==> src/rtl/lin_rx_pkg.sv <==
package lin_rx_pkg;

  typedef enum logic [2:0] {
    ST_IDLE, ST_SYNC, ST_ID, ST_CTL, ST_DATA, ST_CHK
  } rxState_e;

  // strobes from control to datapath
  typedef struct packed {
    logic capId;
    logic pushData;
    logic foldId;
    logic drain;
  } dpCmd_t;

  localparam int F_ID   = 0;
  localparam int F_FULL = 1;
  localparam int F_DONE = 2;
  localparam int F_FRM  = 3;
  localparam int F_CHK  = 4;
  localparam int F_OVR  = 5;
  localparam int FLAG_W = 6;

  function automatic logic [7:0] addCarry(input logic [7:0] a, input logic [7:0] b);
    logic [8:0] s;
    s = {1'b0, a} + {1'b0, b};
    return s[7:0] + {7'b0, s[8]};
  endfunction

endpackage

==> src/rtl/lin_rx_dp.sv <==
module lin_rx_dp
  import lin_rx_pkg::*;
#(
  parameter int DEPTH = 8,
  parameter int CNT_W = 4,
  parameter int IDX_W = 3
) (
  input  logic             clk,
  input  logic             rstN,
  input  dpCmd_t           cmd,
  input  logic [7:0]       rxByte,
  input  logic [IDX_W-1:0] rdIdx,
  output logic [7:0]       rdData,
  output logic [CNT_W-1:0] level,
  output logic [7:0]       idReg,
  output logic             chkPass
);

  logic [7:0]       slot [DEPTH];
  logic [CNT_W-1:0] fillBase;
  logic [7:0]       sumQ;
  logic [7:0]       sumD;

  always_comb fillBase = cmd.drain ? '0 : level;

  always_comb begin
    sumD = sumQ;
    if (cmd.pushData) sumD = addCarry(sumD, rxByte);
    if (cmd.foldId)   sumD = addCarry(sumD, idReg);
  end

  always_ff @(posedge clk or negedge rstN) begin
    if (!rstN) begin
      for (int k = 0; k < DEPTH; k++) slot[k] <= '0;
    end else if (cmd.pushData) begin
      slot[IDX_W'(fillBase)] <= rxByte;
    end
  end

  always_ff @(posedge clk or negedge rstN) begin
    if (!rstN) begin
      level <= '0;
      sumQ  <= '0;
      idReg <= '0;
    end else if (cmd.capId) begin
      level <= '0;
      sumQ  <= '0;
      idReg <= rxByte;
    end else begin
      if (cmd.pushData)   level <= fillBase + 1'b1;
      else if (cmd.drain) level <= '0;
      sumQ <= sumD;
    end
  end

  assign rdData  = slot[rdIdx];
  assign chkPass = (addCarry(sumQ, rxByte) == 8'hFF);

endmodule

==> src/rtl/lin_rx_ctrl.sv <==
module lin_rx_ctrl
  import lin_rx_pkg::*;
#(
  parameter int DEPTH = 8,
  parameter int CNT_W = 4,
  parameter int LEN_W = 6
) (
  input  logic              clk,
  input  logic              rstN,
  input  logic              rxValid,
  input  logic              brkDet,
  input  logic              syncDone,
  input  logic              ctlWr,
  input  logic [7:0]        ctlData,
  input  logic              clrWr,
  input  logic [FLAG_W-1:0] clrMask,
  input  logic [CNT_W-1:0]  level,
  input  logic              chkPass,
  output dpCmd_t            cmd,
  output logic [FLAG_W-1:0] flags,
  output logic              irq,
  output logic              respTxGo
);

  rxState_e          state, stateNxt;
  logic [LEN_W:0]    rcvd, rcvdNxt;
  logic [LEN_W-1:0]  lenM1;
  logic [FLAG_W-1:0] setVec, clrVec;
  logic [CNT_W-1:0]  lvlEff;
  logic inResp, byteIn, ctlTake, lastData, fills, chkByte, ovr;

  always_comb begin
    inResp    = (state == ST_CTL) || (state == ST_DATA);
    byteIn    = rxValid && !brkDet;
    ctlTake   = ctlWr && (state == ST_CTL) && !brkDet;
    cmd.drain = clrWr && clrMask[F_FULL];
    lvlEff    = cmd.drain ? '0 : level;
    cmd.capId    = byteIn && (state == ST_ID);
    cmd.pushData = byteIn && inResp && (lvlEff != CNT_W'(DEPTH));
    cmd.foldId   = ctlTake && ctlData[6];
    ovr      = byteIn && inResp && (lvlEff == CNT_W'(DEPTH));
    lastData = cmd.pushData && (state == ST_DATA) && (rcvd == {1'b0, lenM1});
    fills    = cmd.pushData && (lvlEff == CNT_W'(DEPTH - 1)) && !lastData;
    chkByte  = byteIn && (state == ST_CHK);
    rcvdNxt  = rcvd + {{LEN_W{1'b0}}, cmd.pushData};
  end

  always_comb begin
    stateNxt = state;
    if (brkDet) stateNxt = ST_SYNC;
    else begin
      case (state)
        ST_SYNC: if (syncDone) stateNxt = ST_ID;
        ST_ID:   if (cmd.capId) stateNxt = ST_CTL;
        ST_CTL:  if (ctlTake)
                   stateNxt = (rcvdNxt > {1'b0, ctlData[LEN_W-1:0]}) ? ST_CHK : ST_DATA;
        ST_DATA: if (lastData) stateNxt = ST_CHK;
        ST_CHK:  if (chkByte) stateNxt = ST_IDLE;
        default: stateNxt = state;
      endcase
    end
  end

  always_comb begin
    setVec         = '0;
    setVec[F_ID]   = cmd.capId;
    setVec[F_FULL] = fills;
    setVec[F_DONE] = chkByte;
    setVec[F_FRM]  = brkDet && ((state == ST_DATA) || (state == ST_CHK));
    setVec[F_CHK]  = chkByte && !chkPass;
    setVec[F_OVR]  = ovr;
    clrVec         = clrWr ? clrMask : '0;
    if (ctlTake) clrVec[F_ID] = 1'b1;
  end

  always_ff @(posedge clk or negedge rstN) begin
    if (!rstN) begin
      state    <= ST_IDLE;
      rcvd     <= '0;
      lenM1    <= '0;
      flags    <= '0;
      respTxGo <= 1'b0;
    end else begin
      state <= stateNxt;
      rcvd  <= cmd.capId ? '0 : rcvdNxt;
      flags <= (flags & ~clrVec) | setVec;
      if (ctlTake) lenM1 <= ctlData[LEN_W-1:0];
      if (brkDet)       respTxGo <= 1'b0;
      else if (ctlTake) respTxGo <= ctlData[7];
    end
  end

  assign irq = |flags[F_CHK:F_ID];

endmodule

==> src/rtl/lin_rsp_rx.sv <==
module lin_rsp_rx
  import lin_rx_pkg::*;
#(
  parameter int BUF_DEPTH = 8,
  parameter int LEN_W     = 6,
  localparam int CNT_W    = $clog2(BUF_DEPTH + 1),
  localparam int IDX_W    = $clog2(BUF_DEPTH)
) (
  input  logic              clk,
  input  logic              rstN,
  input  logic [7:0]        rxByte,
  input  logic              rxValid,
  input  logic              brkDet,
  input  logic              syncDone,
  input  logic              ctlWr,
  input  logic [7:0]        ctlData,
  input  logic              clrWr,
  input  logic [FLAG_W-1:0] clrMask,
  input  logic [IDX_W-1:0]  bufRdIdx,
  output logic [7:0]        bufRdData,
  output logic [CNT_W-1:0]  bufLevel,
  output logic [7:0]        frameId,
  output logic [FLAG_W-1:0] status,
  output logic              irq,
  output logic              respTxGo
);

  dpCmd_t dpCmd;
  logic   chkPass;

  lin_rx_ctrl #(.DEPTH(BUF_DEPTH), .CNT_W(CNT_W), .LEN_W(LEN_W)) u_ctrl (
    .clk(clk), .rstN(rstN), .rxValid(rxValid), .brkDet(brkDet),
    .syncDone(syncDone), .ctlWr(ctlWr), .ctlData(ctlData),
    .clrWr(clrWr), .clrMask(clrMask), .level(bufLevel), .chkPass(chkPass),
    .cmd(dpCmd), .flags(status), .irq(irq), .respTxGo(respTxGo)
  );

  lin_rx_dp #(.DEPTH(BUF_DEPTH), .CNT_W(CNT_W), .IDX_W(IDX_W)) u_dp (
    .clk(clk), .rstN(rstN), .cmd(dpCmd), .rxByte(rxByte), .rdIdx(bufRdIdx),
    .rdData(bufRdData), .level(bufLevel), .idReg(frameId), .chkPass(chkPass)
  );

endmodule

==> config.mk <==
export PLATFORM = sky130hd
export DESIGN_NAME = lin_rsp_rx
export DESIGN_NICKNAME = d
export VERILOG_FILES = /design/src/rtl/lin_rx_pkg.sv /design/src/rtl/lin_rx_dp.sv /design/src/rtl/lin_rx_ctrl.sv /design/src/rtl/lin_rsp_rx.sv
export SDC_FILE = /design/constraint.sdc
export NUM_CORES = 1
export LEC_CHECK = 0
export CAP_MARGIN = 0
export CORE_MARGIN = 10
export CORE_UTILIZATION = 45
export CTS_CLUSTER_DIAMETER = 50
export DETAILED_ROUTE_END_ITERATION = 8
export PLACE_DENSITY = 0.65
export SETUP_SLACK_MARGIN = 0.15
export SYNTH_ARGS = -nofsm -noshare
export SYNTH_HDL_FRONTEND = slang
export SYNTH_HIERARCHICAL = 1
export SYNTH_SLANG_ARGS = --single-unit
==> constraint.sdc <==
create_clock -name clk -period 5.3 [get_ports clk]
set_input_delay 1.325 -clock clk [delete_from_list [all_inputs] [get_ports clk]]
set_output_delay 1.325 -clock clk [all_outputs]
set_load 0.03 [all_outputs]
# Word-level counts from Yosys, hierarchy flattened
# Index checks and enable logic that the tools add are counted.
[word_totals]
inputBits = 32
regBits = 107
word_cells = 97
out_inout_bits = 28
[classes]
n_eq_ne = 15
addsub = 6
bitwise_logic = 5
n_reduce_logical = 26
muxes = 25
n_lt_le_gt_ge = 4
[ops]
columns = ["op", "n"]
rows = [
  ["$bwmux 64", 1],
  ["$mux 8", 6],
  ["$bmux 8 s3", 1],
  ["$demux 8 s3", 1],
  ["$add 8x8->9", 2],
  ["$mux 3", 6],
  ["$logic_and 1x1->1", 17],
  ["$add 8x1->8", 2],
  ["$pmux 3 s5", 1],
  ["$mux 4", 3],
  ["$ne 3x2->1 const B", 4],
  ["$eq 8x8->1 const B", 1],
  ["$ge 4x4->1 const B", 2],
  ["$not 3->4", 2],
  ["$add 7x1->7", 1],
  ["$eq 7x6->1", 1],
  ["$gt 7x6->1", 1],
  ["$mux 7", 1],
  ["$and 6x6->6", 1],
  ["$eq 3x2->1 const B", 2],
  ["$eq 3x3->1 const B", 2],
  ["$mux 6", 1],
  ["$not 6->6", 1],
  ["$or 6x6->6", 1],
  ["other kinds (14)", 20],
]

# Depth between registers and ports, before layout
[depth]
word_depth = 10
mapped_depth = 26
ltp_nobuf = 26

# Modules after synthesis
# The synthesis kept the hierarchy.
[modules_own_cells]
columns = ["module", "instances", "cells_per_inst", "area_each_um2"]
rows = [
  ["lin_rx_dp", 1, 370, 4705.8],
  ["lin_rx_ctrl", 1, 147, 1433.9],
]

# Worst setup path after synthesis
# Ideal clock, no wire load.
[synth_timing]
path_kind = "input to register"
from = "input port rxByte[0]"
to = "register u_dp.sumQ[6]"
arrival_time_ns = 5.732
path_stages = 23
slack_ns = -0.552
path_buffers = 0
cell_sequence = "ha_1 > fa_1 > a211oi_2 > o21bai_1 > a21oi_2 > and2b_1 > o21ai_0 > nand2b_1 > ha_1 > ha_1 > mux2_2 > fa_1 > a21o_1 > a21oi_1 > o21ai_0 > o21ai_0 > nand2b_1 > ha_1 > ha_1 > and3_1 > nand3_1 > xnor2_1 > a31o_1"
[synth_via]
elab_chain_len = 7
[synth_lines]
columns = ["element", "line_no", "source"]
rows = [
  ["start: declaration", "lin_rsp_rx.sv:11", "input logic [7:0] rxByte,"],
  ["$add 8x8->9 (*)", "lin_rx_pkg.sv:25", "s = {1'b0, a} + {1'b0, b};"],
  ["$add 8x1->8 (*)", "lin_rx_pkg.sv:26", "return s[7:0] + {7'b0, s[8]};"],
  ["$mux 8 (*)", "lin_rx_dp.sv:28", "if (cmd.pushData) sumD = addCarry(sumD, rxByte);"],
  ["$add 8x8->9", "lin_rx_pkg.sv:25", ""],
  ["$add 8x1->8", "lin_rx_pkg.sv:26", ""],
  ["$mux 8 (*)", "lin_rx_dp.sv:29", "if (cmd.foldId) sumD = addCarry(sumD, idReg);"],
  ["$mux 8 (*)", "lin_rx_dp.sv:45", "end else if (cmd.capId) begin"],
  ["end signal: assignment", "lin_rx_dp.sv:52", "sumQ <= sumD;"],
  ["end: declaration", "lin_rx_dp.sv:21", "logic [7:0] sumQ;"],
]
# Mark *: on every way between the ends. The rest lies on a longest branch, timed or not.
# A chain may end at the register's enable or synchronous reset.

# Worst setup path after layout
# Same ends and word-level chain as after synthesis.

==> metrics <==
status finished, violations left; violated checks setup timing; aggregate global-route resource usage 17.2%; fin area 8100 um2; crit path capture type flip-flop; routed length per placed instance 19.2 um; final net count 715; Mapped Area 6140 um2; First-pass DRT Iterations 5; fmax 184 MHz; Mapped Cells 517; CTS Sinks 107; area delta synth->final 31.9%; placed cell count 795; MaxCap Viol Count 0; Die Wd 137 um; TritonCTS Buffers 9; vias 4,548; DP Area 7420 um2; Die Ht 137 um; Worst Hold Class reg2reg; slowest stage delay, CP 410 ps; Worst slew margin 31.9%; first-pass GRT wire length 25,100 um; unrepaired setup endpoints after global routing true; YS warnings 6; 1st-iter DRT viols 267; most frequent cells in the layout dfrtp_1 (107), mux2_2 (86), buf_4 (82), clkdlybuf4s50_1 (50), nor2_1 (34); Hold Buf Count CTS 0; CTS tree done; post-synthesis register bit count 107; delay-heaviest family, CP adder cells; synthesized net count 582; Starting Density 46.2%; total wire length 15,900 um; VDD IR max 0.000440 V; cell mode on critical path ha_4; Detailed Place HPWL 11,100 um; vias in the first global route 4,737; fin crit share 102%; Worst Tran Pin Value 1020 ps; critical path class in2reg; Leak Pwr 3.66 nW; cell taking the most area after synthesis dfrtp_1; crit-path max FO 2; remaining global-route overflow 0; htree depth 3; Post-Layout Cell Count 831; min cycle time layout 5430 ps; latest clock arrival within the worst-skew pair 350 ps; Critical Path RT 5540 ps; WP data arrival 5670 ps; Core Box Area 13,300 um2; antenna violations before repair 0; Routability Congestion 0.872; Power Total 4.32 mW; drt via density 5.47; Antenna Nets Post-Route 0; clock slew at reported path FFs 70 ps; FP Rows 42; Die ar. 18,700 um2; Max Root-Sink Buffers 2; Hold Vio Cnt, Final 0; top cell type's share of synthesized area 43.6%; Final WS setup -130 ps; FFs w/ async S/R, synth 100%; DRC Markers 0; CP bufs+invs 2; sequential area share after synthesis 43.6%; setup violators final 5; synth top area cells dfrtp_1 (44%), mux2_2 (16%), ha_1 (6.3%); layout cells sized above 1 40.5%; Slew Viols, Final 0; port bufs 59; Avg Inst Size Synth 11.9 um2; most used flip-flop cell after synthesis dfrtp_1; CTS root buffer clkbuf_16; Post-synth EDFFs 0; power per cell area 534 nW/um2; CP max-delay cell fa_2; num ports 60; Cell variety after synth 64; # diodes 0; most common cell after layout, fill and taps aside dfrtp_1; Worst Skew 12.0 ps; startpoint types primary input; largest net degree at the start of global routing 76
-- layout make-up --
class	count	area, um2
Clock buffer	11	243
Clock inverter	5	66.3
Fill cell	1063	5200
Inverter	14	52.6
Multi-Input combinational cell	377	3630
Sequential cell	107	2680
Tap cell	176	220
Timing Repair Buffer	141	1210
-- what timing repair did --
item / 4_1_cts / 5_1_grt
pin swaps: 28 / 29
gates resized for setup: 33 / 21
setup buffers: 15 / 5
setup endpoints to repair: 8 / 7
endpoints found under the hold margin: 0 / 0
-- cell usage after synthesis (2+ instances only) --
master and count:
clkbuf_1 12, o21bai_1 3, nor3b_2 2, a211oi_1 5
xor2_1 8, a21o_1 3, ha_1 31, o21a_1 4
dfrtp_1 107, nand2b_1 11, fa_1 2, nor2_1 34
o31a_1 4, xnor2_1 24, and2_1 2, nand2_1 32
buf_2 2, or3_1 3, and3_1 4, o21ai_0 13
a21oi_1 22, inv_1 14, nor4b_1 2, nor3_1 4
mux4_2 16, xor2_2 2, nand4_1 5, a2111oi_0 2
mux2_2 89, nor3_2 2, buf_6 3, nand3b_1 3
buf_1 2, o211ai_1 3, nor2b_1 3, nand3_1 11
-- worst register-to-register path, delay by kind of cell (launching register included) --
family                     cells  cell delay (ps)
AOI/OAI and AO/OA              9             1470
xor gates and xnor gates       1               70
adders and majority gates      7             1680
buffers and inverters          1              130
DFF                            1              420
muxes                          1              280
and+or+nand+nor                5              620
-- state kept, by name, indices dropped and copies added, names as in the netlist --
name	flops
u_dp/idReg	8
u_dp/slot	64
u_ctrl/respTxGo	1
u_ctrl/flags	6
u_dp/sumQ	8
u_dp/level	4
u_ctrl/rcvd	7
u_ctrl/lenM1	6
u_ctrl/state	3
-- per-stage QoR --
stage               worst slack, ps  setup TNS [ps]  util [%]  hold WS (ps)
floorplan                      -114            -303         -           474
global placement               -658           -4470      55.8           482
detailed placement             -809           -4920      55.8           490
CTS                             106               0      59.6           507
global route                   -268           -1340      60.9           520
finish                         -130            -491      60.9           506
-- path summary, 6_finish.rpt --
path                                           from                     endpoint  slack [ps]  cells past startpoint
min in group asynchronous                      rstN  u_ctrl/lenM1[3]$_DFFE_PN0P_        1120                      1
max                                       rxByte[0]       u_dp/sumQ[6]$_DFF_PN0_        -130                     25
min reg2reg                u_dp/slot[5]$_DFFE_PN0P_     u_dp/slot[5]$_DFFE_PN0P_         510                      1
min                        u_dp/slot[5]$_DFFE_PN0P_     u_dp/slot[5]$_DFFE_PN0P_         510                      1
max in group asynchronous                      rstN    u_dp/slot[49]$_DFFE_PN0P_        3190                      2
max reg2reg                  u_dp/sumQ[0]$_DFF_PN0_       u_dp/sumQ[6]$_DFF_PN0_         510                     24
-- report_power, final --
part / switching [mW] / internal [mW] / total, mW / leakage [nW]
clock network: 0.318 / 0.387 / 0.705 / 0.149
registers: 0.172 / 0.991 / 1.16 / 1.43
logic: 1.15 / 1.31 / 2.46 / 2.08
-- routing by layer --
metal / vias up / track usage [%] / part of all wire, %
li1: 2155 / - / -
met1: 2260 / 21.8 / 44
met2: 115 / 28.6 / 49
met3: 18 / 3.70 / 5.4
met4: 0 / 5.56 / 1.6
met5: - / 0 / 0
-- logic make-up (layout without fill, tap and decap cells) --
family                     after synthesis  in the layout  share of synthesized area, %
adders and majority gates               33             33                          6.97
and+or+nand+nor                        130            130                          11.4
DFF                                    107            107                          43.6
muxes                                  105            105                          22.2
xor gates and xnor gates                34             34                          5.09
buffers and inverters                   33            171                          2.43
AOI/OAI and AO/OA                       75             75                          8.34
(Power assumes the default switching activity.)
